<file path="src/rtl/ecc_fault_flags.sv">
module ecc_fault_flags #(
  parameter int DW = 8
) (
  input  logic          clk,
  input  logic          rst_n,
  input  logic          rd_done,
  input  logic          rd_corr,
  input  logic          rd_uncorr,
  input  logic          cmd_busy,
  input  logic          ign_single,
  input  logic          wr_en,
  input  logic          wr_addr,
  input  logic [DW-1:0] wr_data,
  input  logic          rd_addr,
  output logic [DW-1:0] rd_data,
  output logic          irq_dbl,
  output logic          irq_sgl
);
  localparam int PAD = DW - 2;

  logic       dbl_q, sgl_q;
  logic [1:0] en_q;
  logic       collide, set_dbl, set_sgl, wr_stat, wr_en_reg;
  logic       unused_wr_hi;

  assign collide   = rd_done & cmd_busy;
  assign set_dbl   = collide | (rd_done & rd_uncorr);
  assign set_sgl   = collide | (rd_done & ~rd_uncorr & rd_corr & ~ign_single);
  assign wr_stat   = wr_en & ~wr_addr;
  assign wr_en_reg = wr_en & wr_addr;
  assign unused_wr_hi = ^wr_data[DW-1:2];

  always_ff @(posedge clk or negedge rst_n) begin
    if (!rst_n) begin
      dbl_q   <= 1'b0;
      sgl_q   <= 1'b0;
      en_q    <= 2'b00;
      irq_dbl <= 1'b0;
      irq_sgl <= 1'b0;
    end else begin
      dbl_q   <= set_dbl | (dbl_q & ~(wr_stat & wr_data[1]));
      sgl_q   <= set_sgl | (sgl_q & ~(wr_stat & wr_data[0]));
      if (wr_en_reg) en_q <= wr_data[1:0];
      irq_dbl <= dbl_q & en_q[1];
      irq_sgl <= sgl_q & en_q[0];
    end
  end

  assign rd_data = rd_addr ? {{PAD{1'b0}}, en_q} : {{PAD{1'b0}}, dbl_q, sgl_q};
endmodule


</file>
<file path="config.mk">
export PLATFORM = sky130hd
export DESIGN_NAME = ecc_fault_flags
export DESIGN_NICKNAME = d
export VERILOG_FILES = /design/src/rtl/ecc_fault_flags.sv
export SDC_FILE = /design/constraint.sdc
export NUM_CORES = 1
export LEC_CHECK = 0
export ABC_AREA = 1
export CAP_MARGIN = 20
export CORE_AREA = 2 2 39 41
export CTS_CLUSTER_DIAMETER = 80
export CTS_CLUSTER_SIZE = 20
export DETAILED_ROUTE_END_ITERATION = 7
export DIE_AREA = 0 0 41 43
export PLACE_DENSITY = 0.67
export SLEW_MARGIN = 20
export SYNTH_ARGS = -nofsm -noshare
export SYNTH_HDL_FRONTEND = slang
export SYNTH_SLANG_ARGS = --single-unit
</file>
<file path="constraint.sdc">
create_clock -name clk -period 0.8 [get_ports clk]
set_input_delay 0.2 -clock clk [delete_from_list [all_inputs] [get_ports clk]]
set_output_delay 0.2 -clock clk [all_outputs]
set_load 0.005 [all_outputs]
</file>
# ---- Yosys cells after proc, flatten, opt, wreduce, memory -nomap -nowiden
# Cells that the tools add are included.
dict set report word_totals {
  register_bits 6
  input_bits 18
  output_inout_bits 10
  wordCells 28
}
dict set report op_classes {
  mux 1
  n_bitwise 22
}
# operator n
set ops {}
lappend ops {{$and 1x1->1} 13}
lappend ops {{$not 1->1} 5}
lappend ops {{$or 1x1->1} 4}
lappend ops {{$mux 2} 1}

# ---- Depth between registers and ports, before layout
dict set report depth {
  depth_word 6
  mapped_depth 4
}

# ---- Least setup slack after synthesis
# OpenSTA, ideal clock, no wires.
dict set report synth_timing {
  path_type {flip-flop to output port}
  startpoint {reg sgl_q}
  endpoint {out rd_data[0]}
  arrival_time_ns 0.543
  required_ns 0.600
  slack_ns 0.057
  stages_incl_launch_ff 3
  path_buffers 0
  cell_sequence {dfrtp_1 inv_1 o21ai_0}
}
dict set report synth_between {
  elab_chain_len 1
}
# item line_no
set synth_lines {}
lappend synth_lines {{from (decl)} 21} ;# logic dbl_q, sgl_q;
lappend synth_lines {{from (signal assigned)} 42} ;# sgl_q <= set_sgl | (sgl_q & ~(wr_stat & wr_data[0]));
lappend synth_lines {{$mux 2} 49} ;# assign rd_data = rd_addr ? {{PAD{1'b0}}, en_q} : {{PAD{1'b0}}, dbl_q, sgl_q};
lappend synth_lines {{to (decl)} 15} ;# output logic [DW-1:0] rd_data,
# No other way between the ends.

# ---- Worst setup path after layout
dict set report layout_timing {
  startpoint {reg dbl_q}
  endpoint {out rd_data[1]}
}
dict set report layout_between {
  elab_chain_len 1
}
# item line_no
set layout_lines {}
lappend layout_lines {{from (decl)} 21}
lappend layout_lines {{from (signal assigned)} 41} ;# dbl_q <= set_dbl | (dbl_q & ~(wr_stat & wr_data[1]));
lappend layout_lines {{$mux 2} 49}
# No other way between the ends.

==> run metrics <==
initial core utilization 0.232; full die area ~0.0018 mm2; CTS tree yes; latest clock arrival within the worst-skew pair ~240 ps; syn avg cell area approximately 7.5 um2; CTS Buf Count 3; drc violations 0; crit-path leading delay family flip-flops; Critical Path Max Stage Delay around 340 ps; GR Util met1 0.0918; critical path depth in cells 3; Routed Antenna Nets 0; Buf+Inv Stages, Crit Path 2; Max Slew Vio Count 0; Ant. Diodes 0; Leak approximately 0.3 nW; Critical Path End rd_data[1]; port bufs 15; gr ovfl total 0; Reg-to-Reg Start sgl_q; r2r endpoint sgl_q; GPL Wtd Cong between 0.6 and 0.7; first-pass GRT wire length 910 um; clk_skew about 0.38 ps; failing checks setup timing; nets 85; met2 usage 0.109; DR iter-0 viols 10; P per Cell Area 1650 mW/mm2; FF-to-FF setup slack about 60 ps; final non-filler cell area 505 um2; outcome complete, but fails checks; share of the synthesized area in the top cell type 0.467; minimum clock period after layout about 1000 ps; largest net degree at the start of global routing 7; Most Crowded Layer GR met2; total power around 0.83 mW; Placed Area 503 um2; CTS sink cnt 6; Routed WL per cell 7.65 um; Routed WL 620 um; Setup Buffers After CTS 0; CP Cell Sequence inv_1 -> o21ai_1 -> buf_2; area leader, netlist dfrtp_1; YS warnings 0; FP Rows 14; Most used DFF post-synth dfrtp_1; H-Tree Depth 1; synth unique cells 8; Post-Synthesis Cells 43; crit start category register; RSZ-0062 raised after global routing true; Critical Path End Type primary output; core area 0.00138 mm2; ranking of synthesized cells by area dfrtp_1, nand2_1, buf_4; Setup TNS Final -713 ps; clock buffer depth 2; Peak Freq between 900 and 1000 MHz; critical path launch point dbl_q; Async SR Flop Fraction 1.00; Post-synth top cells nand2_1, buf_4, dfrtp_1, inv_1, nand3_1; Via density around 3.8; Synth Register Bits 6; final setup violation count 4; critical path data arrival time ~850 ps; number of global-route vias before repair 240; min setup slack post-route -249 ps; # IOs 28; Die Height approximately 43 um; Max Cap Viol 0; critical path's slowest cell dfrtp_1; final worst-path cycle share 1.31; GR Util met3 0.0314; WS Path Type register to primary output; area growth from synthesis to final layout 57.2%; R2R depth 3; register area share after synthesis 0.467; Worst-path clk slew 40 ps; layout cells sized above 1 0.185; initial antenna violation count 0; drt pass-1 iters 4; VDD IR-drop max about 0.5 mV; Max FO, Critical Path 2; Fin. Hold Viols 0; Hold Path Class input port to asynchronous set/reset pin; vias approximately 310; worst path required time approximately 600 ps; Fill cells 150; most frequent cell after synthesis nand2_1; die width 41 um; GRT Util Overall 0.0848; Post-synth EDFFs 0; synthesized area approximately 320 um2; Root Buffer clkbuf_4
[worst register-to-register path: stages (launching register included)]
cell and delay (ps):
dfrtp_1 380, buf_4 140, nand2_1 50, nand3_1 60
[sequential cells by signal (all words and copies together), names as in the netlist]
name     count
dbl_q        1
irq_dbl      1
en_q         2
irq_sgl      1
sgl_q        1
[metrics by stage]
stage	instances	hold slack [ps]	worst slack, ps	utilization
3_3_place_gp	78	455	-728	0.363
5_1_grt	81	217	-343	0.365
3_5_place_dp	78	466	-746	0.363
6_report	81	198	-249	0.365
2_1_floorplan	48	-95.6	57.1	-
4_1_cts	81	202	-262	0.363
[where the power goes]
group / internal, mW / switching, mW
Combinational: 0.116 / 0.0831
Clock: 0.170 / 0.110
Sequential: 0.341 / 0.0142
Total: 0.626 / 0.207
[layout make-up]
cell class                      count  area, um2  area share
Timing Repair Buffer               20        168       0.332
Clock buffer                        3       22.5      0.0446
Inverter                            6       22.5      0.0446
Sequential cell                     6        150       0.297
Multi-Input combinational cell     30        123       0.243
Tap cell                           16       20.0      0.0396
[layout by cell type (no fill, tap or decap), drive strengths merged]
master	synthesis	final
conb	1	6
nor2	1	1
clkdlybuf4s50	0	8
buf	6	9
dfrtp	6	6
nand3	5	5
clkbuf	0	3
o21ai	3	3
inv	6	6
nand2	15	15
dlygate4sd2	0	2
dlymetal6s2s	0	1
[worst min path at each step]
stage | cells past startpoint | start | slack (ps) | end
finish | 1 | rst_n | 200 | en_q[0]
global route | 1 | rst_n | 220 | en_q[1]
floorplan | 0 | rst_n | -100 | dbl_q
detailed placement | 1 | rst_n | 470 | en_q[1]
CTS | 1 | rst_n | 200 | en_q[1]
global placement | 1 | rst_n | 450 | irq_dbl
[kinds of logic after synthesis]
| logic type | after synthesis | synth area share |
|---|---|---|
| AND/OR/NAND/NOR | 21 | 0.265 |
| buffers and inverters | 12 | 0.210 |
| flip-flops | 6 | 0.467 |
| AO/OA/AOI/OAI | 3 | 0.0467 |
| other | 1 | 0.0117 |
[per-layer routing]
layer / vias to the layer above / routed length [um]
met4: 0 / 18
met2: 20 / 285
met3: 2 / 53
li1: 164 / -
met1: 125 / 263
met5: - / 0
[what timing repair did]
action	4_1_cts	5_1_grt
setup endpoints to repair	6	6
hold buffers	0	0
gates resized for setup	20	1
No activity file was read; power rests on OpenSTA's default activity.
